File: src/rtl/expo_pkg.sv
package expo_pkg;

    typedef enum logic [2:0] {
        RG_X    = 3'd0,
        RG_E    = 3'd1,
        RG_M    = 3'd2,
        RG_Z    = 3'd3,
        RG_UNIT = 3'd4,
        RG_CSR  = 3'd5
    } region_e;

    localparam int unsigned NUM_MEM_REGIONS = 5;

    typedef enum logic [3:0] {
        S_IDLE,
        S_COPY_RD,
        S_COPY_CAP,
        S_COPY_WR,
        S_EXP_RD,
        S_EXP_CAP,
        S_BIT,
        S_SQ_GO,
        S_SQ_WAIT,
        S_MUL_GO,
        S_MUL_WAIT,
        S_NEXT,
        S_DONE
    } seq_state_e;

endpackage

File: src/rtl/expo_rr_arb.sv
module expo_rr_arb (
    input  logic clk,
    input  logic rst_n,
    input  logic req_a,
    input  logic req_b,
    output logic gnt_a,
    output logic gnt_b
);
    logic last_a;

    always_comb begin
        gnt_a = req_a && (!req_b || !last_a);
        gnt_b = req_b && !gnt_a;
    end

    always_ff @(posedge clk or negedge rst_n) begin
        if (!rst_n) begin
            last_a <= 1'b0;
        end else if (gnt_a) begin
            last_a <= 1'b1;
        end else if (gnt_b) begin
            last_a <= 1'b0;
        end
    end
endmodule

File: src/rtl/expo_opram.sv
module expo_opram #(
    parameter int unsigned WIDTH  = 16,
    parameter int unsigned DEPTH  = 20,
    parameter int unsigned ADDR_W = 5
) (
    input  logic              clk,
    input  logic              en,
    input  logic              we,
    input  logic [ADDR_W-1:0] addr,
    input  logic [WIDTH-1:0]  wdata,
    output logic [WIDTH-1:0]  rdata
);
    logic [WIDTH-1:0] cells [DEPTH];

    always_ff @(posedge clk) begin
        if (en) begin
            if (we) begin
                cells[addr] <= wdata;
            end else begin
                rdata <= cells[addr];
            end
        end
    end
endmodule

File: src/rtl/expo_fsm.sv
module expo_fsm
    import expo_pkg::*;
#(
    parameter int unsigned WORD_W = 16,
    parameter int unsigned LOG_W  = 2,
    parameter int unsigned LEN_W  = 3,
    parameter int unsigned ADDR_W = 5
) (
    input  logic              clk,
    input  logic              rst_n,
    input  logic              start,
    input  logic [LEN_W-1:0]  key_len,
    input  logic              seq_gnt,
    input  logic [WORD_W-1:0] rdata,
    input  logic              mul_done,
    output logic              seq_req,
    output logic              seq_we,
    output logic [ADDR_W-1:0] seq_addr,
    output logic [WORD_W-1:0] seq_wdata,
    output logic              mul_start,
    output logic              mul_op,
    output logic              eng_own,
    output logic              busy,
    output logic              finish
);
    localparam int unsigned BIT_W = $clog2(WORD_W);

    seq_state_e state, state_nx;

    logic [LOG_W-1:0]  idx;
    logic [BIT_W-1:0]  bidx;
    logic [WORD_W-1:0] ebuf;
    logic [WORD_W-1:0] cbuf;
    logic              seen;
    logic              idx_last;
    logic              cur_bit;

    assign idx_last = ({1'b0, idx} == (key_len - LEN_W'(1)));
    assign cur_bit  = ebuf[bidx];

    // state register
    always_ff @(posedge clk or negedge rst_n) begin
        if (!rst_n) begin
            state <= S_IDLE;
        end else begin
            state <= state_nx;
        end
    end

    // next state
    always_comb begin
        state_nx = state;
        unique case (state)
            S_IDLE:     if (start) state_nx = S_COPY_RD;
            S_COPY_RD:  if (seq_gnt) state_nx = S_COPY_CAP;
            S_COPY_CAP: state_nx = S_COPY_WR;
            S_COPY_WR:  if (seq_gnt) state_nx = idx_last ? S_EXP_RD : S_COPY_RD;
            S_EXP_RD:   if (seq_gnt) state_nx = S_EXP_CAP;
            S_EXP_CAP: begin
                if (!seen && rdata == '0) begin
                    state_nx = (idx == '0) ? S_DONE : S_EXP_RD;
                end else begin
                    state_nx = S_BIT;
                end
            end
            S_BIT:      state_nx = (!seen && !cur_bit) ? S_NEXT : S_SQ_GO;
            S_SQ_GO:    state_nx = S_SQ_WAIT;
            S_SQ_WAIT:  if (mul_done) state_nx = cur_bit ? S_MUL_GO : S_NEXT;
            S_MUL_GO:   state_nx = S_MUL_WAIT;
            S_MUL_WAIT: if (mul_done) state_nx = S_NEXT;
            S_NEXT: begin
                if (bidx != '0) begin
                    state_nx = S_BIT;
                end else begin
                    state_nx = (idx == '0) ? S_DONE : S_EXP_RD;
                end
            end
            S_DONE:     state_nx = S_IDLE;
            default:    state_nx = S_IDLE;
        endcase
    end

    // datapath registers
    always_ff @(posedge clk or negedge rst_n) begin
        if (!rst_n) begin
            idx  <= '0;
            bidx <= '0;
            ebuf <= '0;
            cbuf <= '0;
            seen <= 1'b0;
        end else begin
            unique case (state)
                S_IDLE: begin
                    if (start) begin
                        idx  <= '0;
                        seen <= 1'b0;
                    end
                end
                S_COPY_CAP: cbuf <= rdata;
                S_COPY_WR: begin
                    if (seq_gnt) begin
                        idx <= idx_last ? LOG_W'(key_len - LEN_W'(1)) : idx + LOG_W'(1);
                    end
                end
                S_EXP_CAP: begin
                    ebuf <= rdata;
                    bidx <= BIT_W'(WORD_W - 1);
                    if (!seen && rdata == '0 && idx != '0) begin
                        idx <= idx - LOG_W'(1);
                    end
                end
                S_BIT: begin
                    if (seen || cur_bit) begin
                        seen <= 1'b1;
                    end
                end
                S_NEXT: begin
                    if (bidx != '0) begin
                        bidx <= bidx - BIT_W'(1);
                    end else if (idx != '0) begin
                        idx <= idx - LOG_W'(1);
                    end
                end
                default: ;
            endcase
        end
    end

    // outputs
    always_comb begin
        seq_req   = 1'b0;
        seq_we    = 1'b0;
        seq_addr  = '0;
        seq_wdata = cbuf;
        mul_start = 1'b0;
        mul_op    = 1'b0;
        eng_own   = 1'b0;
        busy      = (state != S_IDLE);
        finish    = (state == S_DONE);
        unique case (state)
            S_COPY_RD: begin
                seq_req  = 1'b1;
                seq_addr = {RG_UNIT, idx};
            end
            S_COPY_WR: begin
                seq_req  = 1'b1;
                seq_we   = 1'b1;
                seq_addr = {RG_Z, idx};
            end
            S_EXP_RD: begin
                seq_req  = 1'b1;
                seq_addr = {RG_E, idx};
            end
            S_SQ_GO:    mul_start = 1'b1;
            S_SQ_WAIT:  eng_own   = 1'b1;
            S_MUL_GO: begin
                mul_start = 1'b1;
                mul_op    = 1'b1;
            end
            S_MUL_WAIT: begin
                mul_op  = 1'b1;
                eng_own = 1'b1;
            end
            default: ;
        endcase
    end
endmodule

File: src/rtl/expo_ctrl.sv
module expo_ctrl
    import expo_pkg::*;
#(
    parameter int unsigned WORD_W    = 16,
    parameter int unsigned MAX_WORDS = 4,
    parameter int unsigned LOG_W     = $clog2(MAX_WORDS),
    parameter int unsigned ADDR_W    = LOG_W + 3,
    parameter int unsigned LEN_W     = LOG_W + 1
) (
    input  logic              clk,
    input  logic              rst_n,
    input  logic              host_req,
    input  logic              host_we,
    input  logic [ADDR_W-1:0] host_addr,
    input  logic [WORD_W-1:0] host_wdata,
    output logic              host_gnt,
    output logic              host_rvalid,
    output logic [WORD_W-1:0] host_rdata,
    output logic              mul_start,
    output logic              mul_op,
    output logic [LEN_W-1:0]  mul_len,
    input  logic              mul_done,
    input  logic              eng_req,
    input  logic              eng_we,
    input  logic [ADDR_W-1:0] eng_addr,
    input  logic [WORD_W-1:0] eng_wdata,
    output logic              eng_gnt,
    output logic              eng_rvalid,
    output logic [WORD_W-1:0] eng_rdata
);
    localparam int unsigned DEPTH = NUM_MEM_REGIONS * MAX_WORDS;

    logic [2:0]        h_region;
    logic [LOG_W-1:0]  h_off;
    logic              h_is_csr;
    logic              busy;
    logic              finish;
    logic              start_pulse;
    logic              done_q;
    logic [LEN_W-1:0]  keylen_q;
    logic              csr_hit_q;
    logic [WORD_W-1:0] csr_val_q;
    logic              dp_rvalid_q;
    logic              host_rvalid_q;

    logic              seq_req, seq_we, eng_own, seq_gnt;
    logic [ADDR_W-1:0] seq_addr;
    logic [WORD_W-1:0] seq_wdata;
    logic              dp_req, dp_we, dp_gnt;
    logic [ADDR_W-1:0] dp_addr;
    logic [WORD_W-1:0] dp_wdata;

    logic              mem_en, mem_we;
    logic [ADDR_W-1:0] mem_addr;
    logic [WORD_W-1:0] mem_wdata, mem_rdata;

    assign h_region = host_addr[ADDR_W-1 -: 3];
    assign h_off    = host_addr[LOG_W-1:0];
    assign h_is_csr = (h_region == RG_CSR);

    // datapath port ownership
    assign dp_req   = eng_own ? eng_req   : seq_req;
    assign dp_we    = eng_own ? eng_we    : seq_we;
    assign dp_addr  = eng_own ? eng_addr  : seq_addr;
    assign dp_wdata = eng_own ? eng_wdata : seq_wdata;
    assign seq_gnt  = dp_gnt && !eng_own;
    assign eng_gnt  = dp_gnt && eng_own;

    expo_rr_arb u_arb (
        .clk   (clk),
        .rst_n (rst_n),
        .req_a (host_req),
        .req_b (dp_req),
        .gnt_a (host_gnt),
        .gnt_b (dp_gnt)
    );

    always_comb begin
        mem_en    = host_gnt || dp_gnt;
        mem_we    = 1'b0;
        mem_addr  = dp_addr;
        mem_wdata = dp_wdata;
        if (host_gnt) begin
            mem_we    = host_we && (h_region < 3'(NUM_MEM_REGIONS)) && !busy;
            mem_addr  = host_addr;
            mem_wdata = host_wdata;
        end else if (dp_gnt) begin
            mem_we = dp_we;
        end
    end

    expo_opram #(
        .WIDTH  (WORD_W),
        .DEPTH  (DEPTH),
        .ADDR_W (ADDR_W)
    ) u_ram (
        .clk   (clk),
        .en    (mem_en),
        .we    (mem_we),
        .addr  (mem_addr),
        .wdata (mem_wdata),
        .rdata (mem_rdata)
    );

    assign start_pulse = host_gnt && host_we && h_is_csr && (h_off == '0)
                         && host_wdata[0] && !busy;

    always_ff @(posedge clk or negedge rst_n) begin
        if (!rst_n) begin
            keylen_q      <= LEN_W'(1);
            done_q        <= 1'b0;
            csr_hit_q     <= 1'b0;
            csr_val_q     <= '0;
            host_rvalid_q <= 1'b0;
            dp_rvalid_q   <= 1'b0;
        end else begin
            host_rvalid_q <= host_gnt && !host_we;
            dp_rvalid_q   <= dp_gnt && !dp_we;
            if (host_gnt && host_we && h_is_csr && (h_off == LOG_W'(1)) && !busy) begin
                keylen_q <= host_wdata[LEN_W-1:0];
            end
            if (start_pulse) begin
                done_q <= 1'b0;
            end else if (finish) begin
                done_q <= 1'b1;
            end
            if (host_gnt && !host_we) begin
                csr_hit_q <= h_is_csr;
                csr_val_q <= (h_off == '0) ? WORD_W'({done_q, busy}) : WORD_W'(keylen_q);
            end
        end
    end

    expo_fsm #(
        .WORD_W (WORD_W),
        .LOG_W  (LOG_W),
        .LEN_W  (LEN_W),
        .ADDR_W (ADDR_W)
    ) u_fsm (
        .clk       (clk),
        .rst_n     (rst_n),
        .start     (start_pulse),
        .key_len   (keylen_q),
        .seq_gnt   (seq_gnt),
        .rdata     (mem_rdata),
        .mul_done  (mul_done),
        .seq_req   (seq_req),
        .seq_we    (seq_we),
        .seq_addr  (seq_addr),
        .seq_wdata (seq_wdata),
        .mul_start (mul_start),
        .mul_op    (mul_op),
        .eng_own   (eng_own),
        .busy      (busy),
        .finish    (finish)
    );

    assign host_rvalid = host_rvalid_q;
    assign host_rdata  = csr_hit_q ? csr_val_q : mem_rdata;
    assign eng_rvalid  = dp_rvalid_q;
    assign eng_rdata   = mem_rdata;
    assign mul_len     = keylen_q;
endmodule

File: config.mk
export PLATFORM = sky130hd
export DESIGN_NAME = expo_ctrl
export DESIGN_NICKNAME = d
export VERILOG_FILES = /design/src/rtl/expo_pkg.sv /design/src/rtl/expo_rr_arb.sv /design/src/rtl/expo_opram.sv /design/src/rtl/expo_fsm.sv /design/src/rtl/expo_ctrl.sv
export SDC_FILE = /design/constraint.sdc
export NUM_CORES = 1
export LEC_CHECK = 0
export BUFFER_PORTS_ARGS = -buffer_cell sky130_fd_sc_hd__buf_4
export CORE_ASPECT_RATIO = 1.5
export CORE_UTILIZATION = 60
export CTS_BUF_LIST = sky130_fd_sc_hd__clkbuf_8 sky130_fd_sc_hd__clkbuf_16
export DETAILED_ROUTE_END_ITERATION = 7
export HOLD_SLACK_MARGIN = 0.03
export PLACE_DENSITY = 0.81
export SKIP_CTS_REPAIR_TIMING = 1
export SLEW_MARGIN = 25
export SYNTH_ARGS = -nofsm -noshare
export SYNTH_HDL_FRONTEND = slang
export SYNTH_SLANG_ARGS = --single-unit
File: constraint.sdc
create_clock -name clk -period 4.8 [get_ports clk]
set_input_delay 0 -clock clk [delete_from_list [all_inputs] [get_ports clk]]
set_output_delay 0 -clock clk [all_outputs]
set_load 0.01 [all_outputs]
Word-level counts from Yosys, hierarchy flattened
Memory sizes are Yosys's and may differ from the RTL's. A register that Yosys moved wholly into a read port is not among the register bits.
Cells that the tools add are included.

storage, ports and cells
  bits in writable memories = 320
  word-level logic and storage cells = 148
  memories = 1
  flip-flop bits (word level) = 67
  output and inout bits = 41
  input port bits = 49

memory list
  name         words  bits a word  rd ports  clocked after memory_dff  write ports  line              text
  u_ram.cells  20     16           1         1                         1            expo_opram.sv:13  logic [WIDTH-1:0] cells [DEPTH];

cells by class
  $lt $le $gt $ge = 2
  reductions and logical operators = 51
  bitwise operators = 1
  muxes and demuxes = 50
  eq/ne operators = 26
  $add $sub $neg = 4

operators by type and width
  kind                                                  count
  2-to-1 mux 16 bit                                     3
  one-hot mux 4 bit (12 select lines)                   1
  2-to-1 mux 4 bit                                      11
  equality test 4 bit (second input constant)           5
  2-to-1 mux 1 bit                                      19
  logical AND 1 bit                                     18
  equality test 4 x 3 -> 1 bit (second input constant)  4
  zero test 16 bit                                      1
  one-hot mux 5 bit (3 select lines)                    1
  2-to-1 mux 2 bit                                      7
  != test 2 bit (second input constant)                 7
  AND reduction 6 bit                                   2
  nonzero test 4 bit                                    3
  2-to-1 mux 5 bit                                      2
  nonzero test 2 bit                                    5
  zero test 1 bit                                       9
  equality test 4 x 2 -> 1 bit (second input constant)  2
  != test 2 x 1 -> 1 bit (second input constant)        4
  one-hot mux 2 bit (4 select lines)                    1
  one-hot mux 4 bit (2 select lines)                    1
  2-to-1 mux 3 bit                                      2
  OR reduction 2 bit                                    3
  < comparator 4 x 5 -> 1 bit (second input constant)   1
  binary-select mux 1 bit (select 4 bit)                1
  17 further kinds                                      21

Logic depth before layout (Yosys ltp)
Gate-level depths: netlist (run 1).

  word-level depth = 14
  gate-level depth with buffers = 11
  gate-level depth less buffers = 8

Cells and area by module
Synthesis (run 1) repeated with hierarchy kept, for this count alone.

second synthesis, totals
  cell total of the unflattened synthesis = 1065
  area, all modules = 16439.5 µm²

by module, submodules not included
  module       times used  cells each  area an instance (µm²)  sequential area each (µm²)
  expo_opram   1           676         12937.4                 10089.7
  expo_fsm     1           250         2391.0                  1076.0
  expo_ctrl    1           133         1057.3                  251.5
  expo_rr_arb  1           6           53.8                    25.0

Worst setup path after synthesis (run 1)
Ideal clock, no wire load.

  path kind = flip-flop to flip-flop
  start point = register u_fsm.state[1]
  end point = memory u_ram.cells[12][0] (enable)
  library setup time = 388 ps
  period minus slack after synthesis = 3375 ps
  buffers on the path = 2
  required time = 4412 ps
  arrival = 2987 ps
  stages on the path, launching flop included = 10
  slack = 1425 ps
  cell sequence = dfrtp_1 > or3b_1 > buf_2 > a211o_4 > nand2_8 > inv_4 > o41ai_4 > buf_6 > nand2_1 > nor2_1

between the ends
  longest elaborated chain between the ends = 14
  elaborated cells between the ends (all ways) = 29
  classes of those cells = eq/ne (5); mux (13); reduce/logical (11)

ends and longest elaborated chain
  item                                                                line               text
  start: declaration                                                  expo_fsm.sv:28     seq_state_e state, state_nx;
  start signal: assignment                                            expo_fsm.sv:46     state <= state_nx;
  equality test 4 x 1 -> 1 bit, or another cell as far along          expo_fsm.sv:140    unique case (state)
  OR reduction 3 bit (no line) or OR reduction 2 bit (tied branches)  n/a
  2-to-1 mux 1 bit                                                    expo_fsm.sv:140
  2-to-1 mux 1 bit                                                    expo_ctrl.sv:62    assign dp_req = eng_own ? eng_req : seq_req;
  zero test 1 bit                                                     expo_rr_arb.sv:12  gnt_a = req_a && (!req_b || !last_a);
  logical OR 1 bit                                                    expo_rr_arb.sv:12
  logical AND 1 bit                                                   expo_rr_arb.sv:12
  zero test 1 bit                                                     expo_rr_arb.sv:13  gnt_b = req_b && !gnt_a;
  logical AND 1 bit                                                   expo_rr_arb.sv:13
  2-to-1 mux 1 bit                                                    expo_ctrl.sv:87    end else if (dp_gnt) begin
  2-to-1 mux 1 bit                                                    expo_ctrl.sv:83    if (host_gnt) begin
  2-to-1 mux 1 bit                                                    expo_opram.sv:17   if (we) begin
  2-to-1 mux 1 bit                                                    expo_opram.sv:16   if (en) begin
  2-to-1 mux 1 bit (implied by the code)                              expo_opram.sv:18   cells[addr] <= wdata;
  end: declaration                                                    expo_opram.sv:13

Several ways; a longest one is shown, not always the timed one.

Worst setup path after layout (run 1)
  start point = register u_fsm.state[1]
  end point = register u_ram.rdata[6] (read register of u_ram.cells) (data pin)

between the ends
  longest elaborated chain between the ends = 13
  elaborated cells between the ends (all ways) = 28
  classes of those cells = eq/ne (5); mux (10); bitwise (1); reduce/logical (12)

ends and longest elaborated chain
  item                                                                line               text
  equality test 4 x 1 -> 1 bit, or another cell as far along          expo_fsm.sv:140
  OR reduction 3 bit (no line) or OR reduction 2 bit (tied branches)  n/a
  2-to-1 mux 1 bit                                                    expo_fsm.sv:140
  2-to-1 mux 1 bit                                                    expo_ctrl.sv:62
  zero test 1 bit                                                     expo_rr_arb.sv:12
  logical OR 1 bit                                                    expo_rr_arb.sv:12
  logical AND 1 bit                                                   expo_rr_arb.sv:12
  zero test 1 bit                                                     expo_rr_arb.sv:13
  logical AND 1 bit                                                   expo_rr_arb.sv:13
  2-to-1 mux 1 bit                                                    expo_ctrl.sv:87
  2-to-1 mux 1 bit                                                    expo_ctrl.sv:83
  NOT 1 bit (no line)                                                 n/a
  AND reduction 2 bit (no line)                                       n/a
  end: declaration                                                    expo_opram.sv:11   output logic [WIDTH-1:0] rdata

Several ways; a longest one is shown, not always the timed one.
A chain may end at the register's enable or synchronous reset.

==> impl_metrics.toml, run 1 <==
[global_routing]
track_usage = 0.323
antenna_found_initial = 0
grt_overflow = 0
grt_start_max_net_pins = 55
grt_pass1_wl_um = 69900
grt_pass1_vias = 11200

[pwr]
ir_drop_v = 0.000357
finalPower_mw = 12.4
cellLeakagePower_nw = 7.03
cellPowerDensity_nw_per_um2 = 619

[sta]
clock_skew_ns = 0.0267
setup_tns_ns = 0
fmax_mhz = 255
hold_ws_ns = -0.0154
hold_viol_final = 1
rsz0062_at_grt = "false"
slew_violations = 0
setup-violations-final = 0
period_share = 0.816
max_slew_margin = 0.390
tightest_slew_ns = 0.915
worst_slack_ns = 0.883
min_period_ns = 3.92

[cts]
cts_tree = "yes"
cts_num_sinks = 390
cts_made_buffers = 37
clk_latency_ns = 0.54
clk_pin_slew_worst_paths_ns = 0.07
htreeDepth = 2
clock_tree.root_cell = "clkbuf_16"
clockBufferDepth = 3

[detailed_routing]
wl_um = 47200
vias_per_cell = 6.69
vias = 11700
ant_nets = 0
drt_iter0_markers = 1600
wl_per_cell_um = 27.0
dr.pass1.iters = 8
drc = 0

[floorplanning]
die_h_um = 211
dieArea_um2 = 29700
io_pins = 90
die_x_um = 141
core-area_um2 = 28600
start_util = 0.609
num_rows = 76

[setup_path]
rr_endpoint = "u_ram.rdata[6]"
crit_fanout = 47
arrival_ns = 4.18
cp.required_ns = 5.07
reg2reg_depth = 9
r2r_start = "u_fsm.state[1]"
end_kind = "flop"
path_class = "flop to flop"
reg2reg_slack_ns = 0.88
crit_path_start_kind = "flop"

[logic_synthesis]
synth_area_leaders = "edfxtp_1, dfrtp_1, mux2_2"
syn_avg_cell_area_um2 = 14.3
synth.ff_latch_count = 390
ys_warn_count = 0
yosysSeqAreaShare = 0.657
postSynthCellCount = 1215
synthesis.nets = 1267
syn_area_um2 = 17400
async_flop_share = 0.138
yosys-top-cells-count = "edfxtp_1, nand2_1, a211oi_1, mux2_2, dfrtp_1"
synth_top_cell_by_area = "edfxtp_1"
synth_edf_count = 336
synth_ff_type = "edfxtp_1"
yosysMostFrequentCell = "edfxtp_1"
yosys.area.top_type_share = 0.579
ys_types = 72

[final_layout]
fin_nets = 1381
final_cell_area_um2 = 20000
drive_gt1_frac = 0.261
antenna_cells = 0
final_cell_count_no_fill = 1745
syn_to_final_growth_pct = 14.9

[placement]
io_buffers = 89
place_ws_ns = 0.974
finalWeightedCongestion = 1.01
dp_cells = 1668
post-dp-hpwl_um = 30200
dpl_cell_area_um2 = 18700

[worst_hold_path]
hold_end = "done_q"
hold_start = "host_addr[2]"
whs_path_depth = 4
hold_path_class = "primary input to flop"

[status]
status = "finished with violations"
violations = "hold timing"

[job]
drv_cap = 0
-- registers in the layout, indices dropped and copies added, names as in the netlist, 2 cells and up --
name,cells
u_fsm.bidx,4
u_ram.cells,320
mul_len,3
u_fsm.idx,2
csr_val_q,3
u_fsm.seq_wdata,16
u_fsm.state,4
u_fsm.ebuf,16
u_ram.rdata,16
-- kinds of logic after synthesis --
logic type                 Yosys count  share of synthesized area
AOI/OAI and AO/OA                  293                      0.140
xor gates and xnor gates             5                    0.00251
adders and majority gates            3                    0.00216
buffers and inverters              132                     0.0331
DFF                                390                      0.657
muxes                              123                     0.0910
and+or+nand+nor                    269                     0.0745
-- area by class of cell --
class / count / area, um^2
Sequential cell: 390 / 11400
Inverter: 42 / 160
Multi-Input combinational cell: 693 / 5470
Timing Repair Buffer: 165 / 1280
Clock buffer: 39 / 976
Tap cell: 390 / 488
Fill cell: 1855 / 8610
Clock inverter: 26 / 196
-- metal layers --
layer	up-vias	wire, um	GRT usage
li1	5020	-	-
met1	5760	16500	0.402
met2	738	23200	0.529
met3	152	4160	0.0494
met4	0	3340	0.208
met5	-	0	0
-- power by group --
part / switching, mW / total, mW / internal [mW]
logic: 2.91 / 4.63 / 1.72
clock network: 1.22 / 2.85 / 1.63
registers: 0.377 / 4.91 / 4.53
-- stage by stage --
step                      utilization  hold slack (ns)
after floorplan                     -           -0.296
after global placement          0.654           0.0835
after detailed placement        0.654           0.0868
after CTS                       0.695           -0.466
after global routing            0.699           0.0379
final                           0.699          -0.0154
-- how the worst max path moves through the flow --
stage	startpoint	end	cells after the start
after global routing	u_fsm.state[1]	u_ram.rdata[2]	9
final	u_fsm.state[1]	u_ram.rdata[6]	9
after global placement	u_fsm.state[1]	u_ram.rdata[10]	9
after floorplan	u_fsm.state[1]	u_ram.cells[12][0]	9
after CTS	u_fsm.state[1]	u_ram.rdata[6]	9
after detailed placement	u_fsm.state[1]	u_ram.rdata[6]	9
-- layout by cell type (no fill, tap or decap), types with 4 or more instances in the layout --
master and instances:
mux2i_1 19, o21ai_1 13, o21ai_0 24, a31oi_1 5, clkinv_1 8, clkbuf_16 39
mux2_1 5, a311o_1 19, o32a_1 16, a222oi_1 16, nand3_1 8, a221oi_1 31
nor4_1 9, clkinv_2 6, nand2_1 124, a21oi_1 20, dfrtp_1 53, nor2_1 36
a211oi_1 80, mux4_2 20, o221a_2 19, buf_4 152, dlygate4sd3_1 12, mux2_2 78
inv_1 47, o211ai_2 7, nor2b_1 22, o211ai_1 8, edfxtp_1 336, nand2b_1 27
and3_1 6, xnor2_1 4, nor3_1 12
-- critical path: stages (launching register included) --
cell	delay [ns]
dfrtp_1	0.37
buf_4	0.19
or3b_1	0.53
a211o_4	0.43
nand2_8	0.29
mux2_2	0.43
buf_4	0.25
a222oi_1	0.56
o32a_1	0.43
o211ai_2	0.14
No activity file was read; power rests on OpenSTA's default activity.
==> inputs of run 2 (changes only) <==
==> constraint.sdc (replaced) <==
create_clock -name clk -period 3.7 [get_ports clk]
set_input_delay 0 -clock clk [delete_from_list [all_inputs] [get_ports clk]]
set_output_delay 0 -clock clk [all_outputs]
set_load 0.01 [all_outputs]
==> impl_metrics.toml, run 2 (synthesized netlist as in run 1, its figures left out) <==
[floorplanning]
dieArea_um2 = 29700
core-area_um2 = 28600
start_util = 0.609
num_rows = 76
die_h_um = 211
io_pins = 90
die_x_um = 141

[pwr]
cellPowerDensity_nw_per_um2 = 797
ir_drop_v = 0.000426
cellLeakagePower_nw = 7.12

[global_routing]
grt_overflow = 0
grt_start_max_net_pins = 55
grt_pass1_vias = 11700
grt_pass1_wl_um = 69700
antenna_found_initial = 0
track_usage = 0.319

[setup_path]
crit_path_start_kind = "flop"
end_kind = "flop"
crit_fanout = 17
path_class = "flop to flop"
cp.required_ns = 3.91
arrival_ns = 3.78

[final_layout]
final_cell_mix = "edfxtp_1, buf_4, nand2_1"
largest-register = "u_ram.cells"
largest_reg_flops = 320
antenna_cells = 0
drive_gt1_frac = 0.268
syn_to_final_growth_pct = 15.8
fin_nets = 1397
layout.cells.most_common = "edfxtp_1"

[sta]
period_share = 0.966
min_period_ns = 3.57
setup_tns_ns = 0
hold_ws_ns = 0.0309
hold_viol_final = 0
clock_skew_ns = 0.0242
setup-violations-final = 0
fmax_mhz = 280
slew_violations = 0
rsz0062_at_grt = "false"
max_slew_margin = 0.426
tightest_slew_ns = 0.858

[detailed_routing]
ant_nets = 0
vias_per_cell = 6.61
wl_per_cell_um = 26.5
dr.pass1.iters = 7
vias = 11600
drc = 0
drt_iter0_markers = 1457
wl_um = 46600

[job]
drv_cap = 0

[placement]
post-dp-hpwl_um = 30900
io_buffers = 89
finalWeightedCongestion = 0.931

[status]
status = "finished clean"

[cts]
cts_tree = "yes"
cts_made_buffers = 37
clockBufferDepth = 3
clk_pin_slew_worst_paths_ns = 0.07
clk_latency_ns = 0.55
clock_tree.root_cell = "clkbuf_16"
cts_num_sinks = 390
htreeDepth = 2

[worst_hold_path]
hold_path_class = "primary input to async pin"
==> run 2: changes by cell type in the layout (fill, tap and decap cells not counted), moves of 2 or more <==
| cell | before | now |
|---|---|---|
| clkbuf_16 | 39 | 37 |
| clkinv_1 | 8 | 6 |
| buf_4 | 152 | 163 |
| buf_12 | 1 | 7 |
| clkinv_2 | 6 | 3 |
| clkinv_8 | 0 | 2 |
==> run 2: final cells by class <==
| cell class | instances | area (um^2) |
|---|---|---|
| Clock buffer | 37 | 926 |
| Clock inverter | 24 | 216 |
| Fill cell | 1793 | 8460 |
| Inverter | 42 | 160 |
| Multi-Input combinational cell | 693 | 5460 |
| Sequential cell | 390 | 11400 |
| Tap cell | 390 | 488 |
| Timing Repair Buffer | 181 | 1470 |
==> run 2: per-layer routing <==
| metal | part of all wire | track usage |
|---|---|---|
| met1 | 0.35 | 0.373 |
| met2 | 0.51 | 0.545 |
| met3 | 0.066 | 0.0485 |
| met4 | 0.069 | 0.214 |
| met5 | 0 | 0 |
==> run 2: stage by stage <==
stage	setup WS (ns)	area, um^2	utilization	std cells	power [mW]
finish	0.126	20200	0.704	1757	16.1
global route	0.0293	20200	0.704	1757	16.6
CTS	0.193	20100	0.701	1746	16.0
detailed placement	0.252	18900	0.661	1685	12.3
global placement	0.360	18900	0.661	1685	12.2
floorplan	0.325	17400	-	1215	9.95
==> run 2: power by group <==
part | switching, mW | internal, mW
logic | 3.68 | 2.36
clock network | 1.61 | 2.04
registers | 0.500 | 5.87
total | 5.79 | 10.3
==> run 2: path summary, 6_finish.rpt <==
path / endpoint / startpoint / slack [ns] / cells after the start
setup / recovery: u_ram.cells[3][4] / u_fsm.state[2] / 0.13 / 8
hold / removal: u_fsm.seen / rst_n / 0.03 / 2
setup reg to reg: u_ram.cells[3][4] / u_fsm.state[2] / 0.13 / 8
hold reg to reg: u_fsm.ebuf[1] / u_fsm.ebuf[1] / 0.48 / 2
max in group asynchronous: u_fsm.ebuf[12] / rst_n / 3.16 / 2
min in group clk: u_ram.cells[10][9] / host_wdata[9] / 0.04 / 4
==> run 2: worst max-delay path: stages, from the launching register on <==
cell and delay (ns):
dfrtp_1 0.48, or3b_1 0.54, a211o_4 0.43, nand2_8 0.14
inv_4 0.10, o31ai_2 0.65, nand3_1 0.32, nor2b_1 0.25
buf_4 0.32
